<file path="src/rtl/crt_pkg.sv">
package crt_pkg;
    localparam int unsigned NDIG  = 4;
    localparam int unsigned MODS    [NDIG] = '{8, 7, 5, 3};
    localparam int unsigned WEIGHTS [NDIG] = '{105, 120, 336, 280};
    localparam int unsigned RANGE = MODS[0] * MODS[1] * MODS[2] * MODS[3];
    localparam int unsigned DIG_W = 3;
    localparam int unsigned OUT_W = $clog2(RANGE);
    localparam int unsigned SUM_W = $clog2(NDIG * RANGE);
    localparam int unsigned NSUB  = NDIG - 1;
endpackage

</file>
<file path="src/rtl/crt_term.sv">
module crt_term #(
    parameter int unsigned DW        = 3,
    parameter int unsigned TW        = 12,
    parameter int unsigned MOD       = 8,
    parameter int unsigned WEIGHT    = 105,
    parameter bit          USE_TABLE = 1'b1
) (
    input  logic [DW-1:0] digit,
    output logic [TW-1:0] term
);
    generate
        if (USE_TABLE) begin : g_table
            // one entry per legal digit value
            always_comb begin
                term = '0;
                for (int k = 0; k < int'(MOD); k++) begin
                    if (digit == DW'(k))
                        term = TW'(k * int'(WEIGHT));
                end
            end
        end else begin : g_mult
            always_comb term = TW'(digit) * TW'(WEIGHT);
        end
    endgenerate
endmodule

</file>
<file path="src/rtl/crt_reduce.sv">
module crt_reduce #(
    parameter int unsigned IN_W  = 12,
    parameter int unsigned OUT_W = 10,
    parameter int unsigned RANGE = 840,
    parameter int unsigned NSUB  = 3
) (
    input  logic [IN_W-1:0]  raw,
    output logic [OUT_W-1:0] value
);
    logic [IN_W-1:0] stage [NSUB+1];

    assign stage[0] = raw;

    genvar s;
    generate
        for (s = 0; s < int'(NSUB); s++) begin : g_sub
            assign stage[s+1] = (stage[s] >= IN_W'(RANGE)) ?
                                stage[s] - IN_W'(RANGE) : stage[s];
        end
    endgenerate

    assign value = OUT_W'(stage[NSUB]);
endmodule

</file>
<file path="src/rtl/rns_to_bin.sv">
module rns_to_bin
    import crt_pkg::*;
#(
    parameter bit USE_TABLE = 1'b1
) (
    input  logic       clk,
    input  logic       rst_n,
    input  logic       in_valid,
    input  logic [2:0] res8,
    input  logic [2:0] res7,
    input  logic [2:0] res5,
    input  logic [1:0] res3,
    output logic       out_valid,
    output logic [9:0] out_value
);
    logic [DIG_W-1:0] digit [NDIG];
    logic [SUM_W-1:0] term  [NDIG];
    logic [SUM_W-1:0] raw_sum;
    logic [OUT_W-1:0] reduced;

    assign digit[0] = res8;
    assign digit[1] = res7;
    assign digit[2] = res5;
    assign digit[3] = {1'b0, res3};

    genvar i;
    generate
        for (i = 0; i < int'(NDIG); i++) begin : g_digit
            crt_term #(
                .DW(DIG_W), .TW(SUM_W), .MOD(MODS[i]),
                .WEIGHT(WEIGHTS[i]), .USE_TABLE(USE_TABLE)
            ) u_term (
                .digit(digit[i]),
                .term (term[i])
            );
        end
    endgenerate

    always_comb begin
        raw_sum = '0;
        for (int k = 0; k < int'(NDIG); k++)
            raw_sum = raw_sum + term[k];
    end

    crt_reduce #(
        .IN_W(SUM_W), .OUT_W(OUT_W), .RANGE(RANGE), .NSUB(NSUB)
    ) u_reduce (
        .raw  (raw_sum),
        .value(reduced)
    );

    always_ff @(posedge clk or negedge rst_n) begin
        if (!rst_n) begin
            out_valid <= 1'b0;
            out_value <= '0;
        end else begin
            out_valid <= in_valid;
            if (in_valid)
                out_value <= reduced;
        end
    end
endmodule

</file>
<file path="config.mk">
export PLATFORM = sky130hd
export DESIGN_NAME = rns_to_bin
export DESIGN_NICKNAME = d
export VERILOG_FILES = /design/src/rtl/crt_pkg.sv /design/src/rtl/crt_term.sv /design/src/rtl/crt_reduce.sv /design/src/rtl/rns_to_bin.sv
export SDC_FILE = /design/constraint.sdc
export NUM_CORES = 1
export LEC_CHECK = 0
export CORE_MARGIN = 1.5
export CORE_UTILIZATION = 45
export CTS_BUF_LIST = sky130_fd_sc_hd__clkbuf_2
export DETAILED_ROUTE_END_ITERATION = 12
export GPL_TIMING_DRIVEN = 1
export HOLD_SLACK_MARGIN = 0.15
export MAX_ROUTING_LAYER = met4
export PLACE_DENSITY = 0.72
export REMOVE_ABC_BUFFERS = 1
export SLEW_MARGIN = 20
export SYNTH_ARGS = -nofsm -noshare
export SYNTH_HDL_FRONTEND = slang
export SYNTH_SLANG_ARGS = --single-unit
</file>
<file path="constraint.sdc">
create_clock -name clk -period 1.1 [get_ports clk]
set_clock_uncertainty 0.1 [all_clocks]
set_input_delay 0.22 -clock clk [delete_from_list [all_inputs] [get_ports clk]]
set_output_delay 0.22 -clock clk [all_outputs]
set_load 0.005 [all_outputs]
</file>
# == Word-level counts from Yosys, hierarchy flattened ==
# Cells that the tools add are included.
# classes
n_mux,22
shift,0
n_mul,0
order_cmp,3
reduce_logical,0
bitwise,0
addsub,6
n_div,0
eq_ne,19
# op_table
op,n
$mux W10,9
$mux W9,6
$add A12 B12 Y12,3
$ge A12 B10 Y1 const B,3
$eq A3 B3 Y1 const B,8
$mux W12,2
$sub A12 B10 Y12 const B,2
$eq A3 B2 Y1 const B,6
$mux W8,2
$mux W7,2
$mux W11,1
$sub A10 B10 Y10 const B,1
$eq A3 B1 Y1 const B,3
$eq A2 B1 Y1 const B,1
$eq A2 B2 Y1 const B,1
# word_totals
rom_bits,0
input_bits,14
mem_bits_rw,0
memories,0
reg_bits,11
elab_cells,52
out_inout_bits,11
latch_bits,0

# == Logic depth before layout (Yosys ltp) ==
# depth
ltp_word,17
ltp_mapped,26
mapped_depth_nobuf,25

# == Hierarchy ==
# Synthesis repeated with hierarchy kept, for this count alone.
# hier_totals
cells_unflattened,397
area_unflattened_um2,3113.0
# modules_own_cells
module,cells_each,area_per_inst_um2,seq_area_each_um2,n_inst
rns_to_bin,160,1503.9,275.3,1
crt_reduce,162,1107.3,0.0,1
crt_term (g_digit[1].u_term),26,176.4,0.0,1
crt_term (g_digit[0].u_term),21,131.4,0.0,1
crt_term (g_digit[2].u_term),13,97.6,0.0,1
crt_term (g_digit[3].u_term),15,96.3,0.0,1

# == Worst setup path before layout ==
# Ideal clock, no wire load.
# synth_timing
path_type,in2reg
from,input port res8[0]
to,register out_value[9]
n_path_buf,1
t_required_ps,863
path_stages,23
arrival_ps,5481
setup_time_ps,137
path_slack_ps,-4619
path_cell_list,clkbuf_1 xor2_1 fa_1 inv_1 fa_1 inv_1 ha_1 inv_1 fa_1 nand2b_1 a2111oi_1 a211oi_2 o31ai_1 a21boi_4 o21ai_0 a21oi_1 o21ai_0 ha_1 and2_1 a221oi_1 o21ai_1 a2111oi_2 o22ai_1
# synth_between
elab_chain_len,17
word_cells_on_any_way,26
cone_classes,6 x add/sub; 3 x order compare; 7 x eq/ne; 10 x mux
# synth_lines
item,line_no,rtl
start: declaration,rns_to_bin.sv:9,"input logic [2:0] res8,"
$eq A3 B1 Y1,crt_term.sv:17,if (digit == DW'(k))
$mux W7,crt_term.sv:17,
$mux W8,crt_term.sv:17,
$mux W9 (2 in a row),crt_term.sv:17,
$mux W10 (2 in a row),crt_term.sv:17,
$mux W10 *,crt_term.sv:17,
$add A12 B12 Y12 * (3 in a row),rns_to_bin.sv:42,raw_sum = raw_sum + term[k];
$sub A12 B10 Y12 / $ge A12 B10 Y1 (equally long branches),"crt_reduce.sv:18, crt_reduce.sv:17",
$mux W12 *,crt_reduce.sv:17,assign stage[s+1] = (stage[s] >= IN_W'(RANGE)) ?
$sub A12 B10 Y12 / $ge A12 B10 Y1 (equally long branches),"crt_reduce.sv:18, crt_reduce.sv:17",
$mux W12 *,crt_reduce.sv:17,
$sub A10 B10 Y10 / $ge A12 B10 Y1 (equally long branches),"crt_reduce.sv:18, crt_reduce.sv:17",
$mux W10 *,crt_reduce.sv:17,
end signal: assignment,rns_to_bin.sv:59,out_value <= reduced;
end: declaration,rns_to_bin.sv:14,output logic [9:0] out_value
# Mark *: on every way between the ends. The rest lies on a longest branch, timed or not.
# A chain may end at the register's enable or synchronous reset.

# == Worst setup path in the final report ==
# layout_timing
from,input port res7[1]
to,register out_value[9]
# layout_between
elab_chain_len,16
word_cells_on_any_way,24
cone_classes,6 x add/sub; 3 x order compare; 6 x eq/ne; 9 x mux
# layout_lines
item,line_no,rtl
start: declaration,rns_to_bin.sv:10,"input logic [2:0] res7,"
$eq A3 B1 Y1,crt_term.sv:17,
$mux W7,crt_term.sv:17,
$mux W8,crt_term.sv:17,
$mux W9 (2 in a row),crt_term.sv:17,
$mux W10,crt_term.sv:17,
$mux W10 *,crt_term.sv:17,
$add A12 B12 Y12 * (3 in a row),rns_to_bin.sv:42,
$sub A12 B10 Y12 / $ge A12 B10 Y1 (equally long branches),"crt_reduce.sv:18, crt_reduce.sv:17",
$mux W12 *,crt_reduce.sv:17,
$sub A12 B10 Y12 / $ge A12 B10 Y1 (equally long branches),"crt_reduce.sv:18, crt_reduce.sv:17",
$mux W12 *,crt_reduce.sv:17,
$sub A10 B10 Y10 / $ge A12 B10 Y1 (equally long branches),"crt_reduce.sv:18, crt_reduce.sv:17",
$mux W10 *,crt_reduce.sv:17,
# Marked as above.

==> reports/results.ini <==
[status]
status = finished with violations
violations = setup timing

[global_routing]
track_usage_pct = 34.1
grt_antenna_before_repair = 0
grt_pass1_wl_mm = 13.3
grt_pass1_vias = 2824
grt_max_degree = 12
grt_overflow = 0

[sta]
fin_ws_ns = -4.27
timing.fmax_mhz = 186
tightestPinTransition_ns = 0.515
slew_viol_final = 0
fin_crit_sh_pct = 488
setup_viol = 18
max_slew_margin_pct = 65.5
layout_min_cycle_time_ns = 5.37
whs_ns = 0.301
rsz0062_at_grt = true
finalHoldViolCount = 0

[synthesis]
syn-cell-area_mm2 = 0.00214
synth_cells = 269
synth_edf_count = 0
synth-seq-cells = 11
synth_warnings = 0
synth_area_per_cell_um2 = 7.96
ys_seq_area_share_pct = 12.9
synth_cell_type_count = 62
synthArstFlopShare_pct = 100
synthFlopType = dfrtp_1

[drt]
routedWlPerCell_um = 22.6
ant_nets = 0
num_vias = 2964
routed_wirelength_mm = 10.3
drcViolationCount = 0
drtIter0Drc = 409
drt-pass1-iter-count = 6
vias_per_cell = 6.49

[setup_path]
critPathBufInv = 5
crit_arrival_ns = 5.43
timing.critical_path.mode_cell = inv_2
slowest_stage = fa_1
critical_path_class = in -> reg
crit_path_start_kind = primary input
cp_max_fo = 3
critPathTopFamily = compound AO/OA/AOI/OAI gates
slowest_delay_ns = 0.50
crit_path_end_kind = flop
required_ns = 1.16

[clock_network]
clk_latency_ns = 0.28
clk_path_buf_depth = 2
cts_sinks = 11
cts_tree = built
htreeDepth = 1
clkTransAtPathRegs_ns = 0.12
root_buffer = clkbuf_2
cts_buffers = 3

[layout]
final_layout_size_suffix_gt1_share_pct = 58.5
fin_util_pct = 84.7
fillCellCount = 217
layout_commonest_cell = buf_4
fin_nets = 446
final_cell_mix = buf_4 (104), nand2_1 (24), inv_1 (19), nor2_1 (19)
n_antenna_cell = 0
area_growth_pct = 77.0

[floorplan]
ios = 25
die_x_um = 72.0
start_util_pct = 47.8
num_rows = 24
core_area_mm2 = 0.00447
die_y_um = 72.0
dieArea_mm2 = 0.00518

[placed_design]
hpwl_mm = 5.05
portBuffers = 24
gp_congestion = 0.840

[min_path]
holdCritPathClass = in -> reg

[run]
drv_cap = 0

==> area by class of cell <==
class	count	area, um^2	share of cell area (%)
Clock buffer	4	20.0	0.528
Inverter	27	101	2.67
Tap cell	52	65.1	1.72
Sequential cell	11	275	7.26
Timing Repair Buffer	140	1090	28.8
Multi-Input combinational cell	223	2240	59.0
==> worst reg2reg max path, cell delays in order (launching register included) <==
cell	delay [ns]
dfrtp_1	0.40
buf_4	0.14
mux2_4	0.27
==> state kept, by name (all words and copies together) (netlist names) <==
| register | count |
|---|---|
| out_value | 10 |
| out_valid | 1 |
==> final timing paths <==
path                               from      endpoint  slack, ns  cells after the start
min reg2reg                out_value[2]  out_value[2]       0.42                      1
min                            in_valid     out_valid       0.30                      2
max                             res7[1]  out_value[9]      -4.27                     27
min in group asynchronous         rst_n  out_value[8]       0.68                      3
max in group asynchronous         rst_n  out_value[6]       0.07                      3
max reg2reg                out_value[6]  out_value[6]       0.10                      2
==> stage by stage <==
| stage | worst slack [ns] | setup TNS (ns) | cells | area [um^2] |
|---|---|---|---|---|
| after floorplan | -4.53 | -28.63 | 261 | 2110 |
| after global placement | -4.81 | -33.69 | 432 | 3120 |
| after detailed placement | -5.02 | -35.07 | 432 | 3120 |
| after CTS | -3.99 | -27.44 | 455 | 3570 |
| after global routing | -4.45 | -30.67 | 457 | 3790 |
| final | -4.27 | -29.37 | 457 | 3790 |
==> cell usage after synthesis (3+ instances only) <==
cell,instances,area share [%]
nand3_1,3,0.70
nor2b_1,5,1.5
o21ai_1,4,0.94
inv_1,27,4.7
fa_1,12,11
nor2_1,28,4.9
a31oi_1,4,1.2
nor3b_1,4,1.4
xor2_1,4,1.6
buf_2,4,0.94
nand2b_1,7,2.0
xnor2_1,17,7.0
clkbuf_1,4,0.70
ha_1,14,8.2
and2_1,5,1.5
nand2_1,26,4.6
o21ai_0,15,3.5
a21oi_1,15,3.5
dfrtp_1,11,13
mux2_2,6,3.2
nor3_1,6,1.4
==> per-layer routing <==
metal  wire [um]  GRT usage [%]  up-vias
met1        3700           40.2     1430
met5           0              -        -
met4         803           10.9        0
li1            -              -     1202
met2        5010           59.1      231
met3         803           6.11      101
==> logic make-up after synthesis <==
group / share of synthesized area [%]
simple gates: 23.1
mux: 5.20
compound gates: 23.7
buf+inv: 6.37
flops: 12.9
fa+ha+maj: 19.4
xor+xnor: 9.35
==> what timing repair did <==
item                       CTS  global route
setup endpoints to repair   21            18
hold endpoints to repair    11             0
cloned                       1             0
gates resized for setup    160            46
pin swaps                   42            28
hold buffers                 1             0
setup buffers               18             3
Power is left out: the tool's default activity adds up to more than one toggle a clock period on the data nets, which glitch-free logic cannot reach.
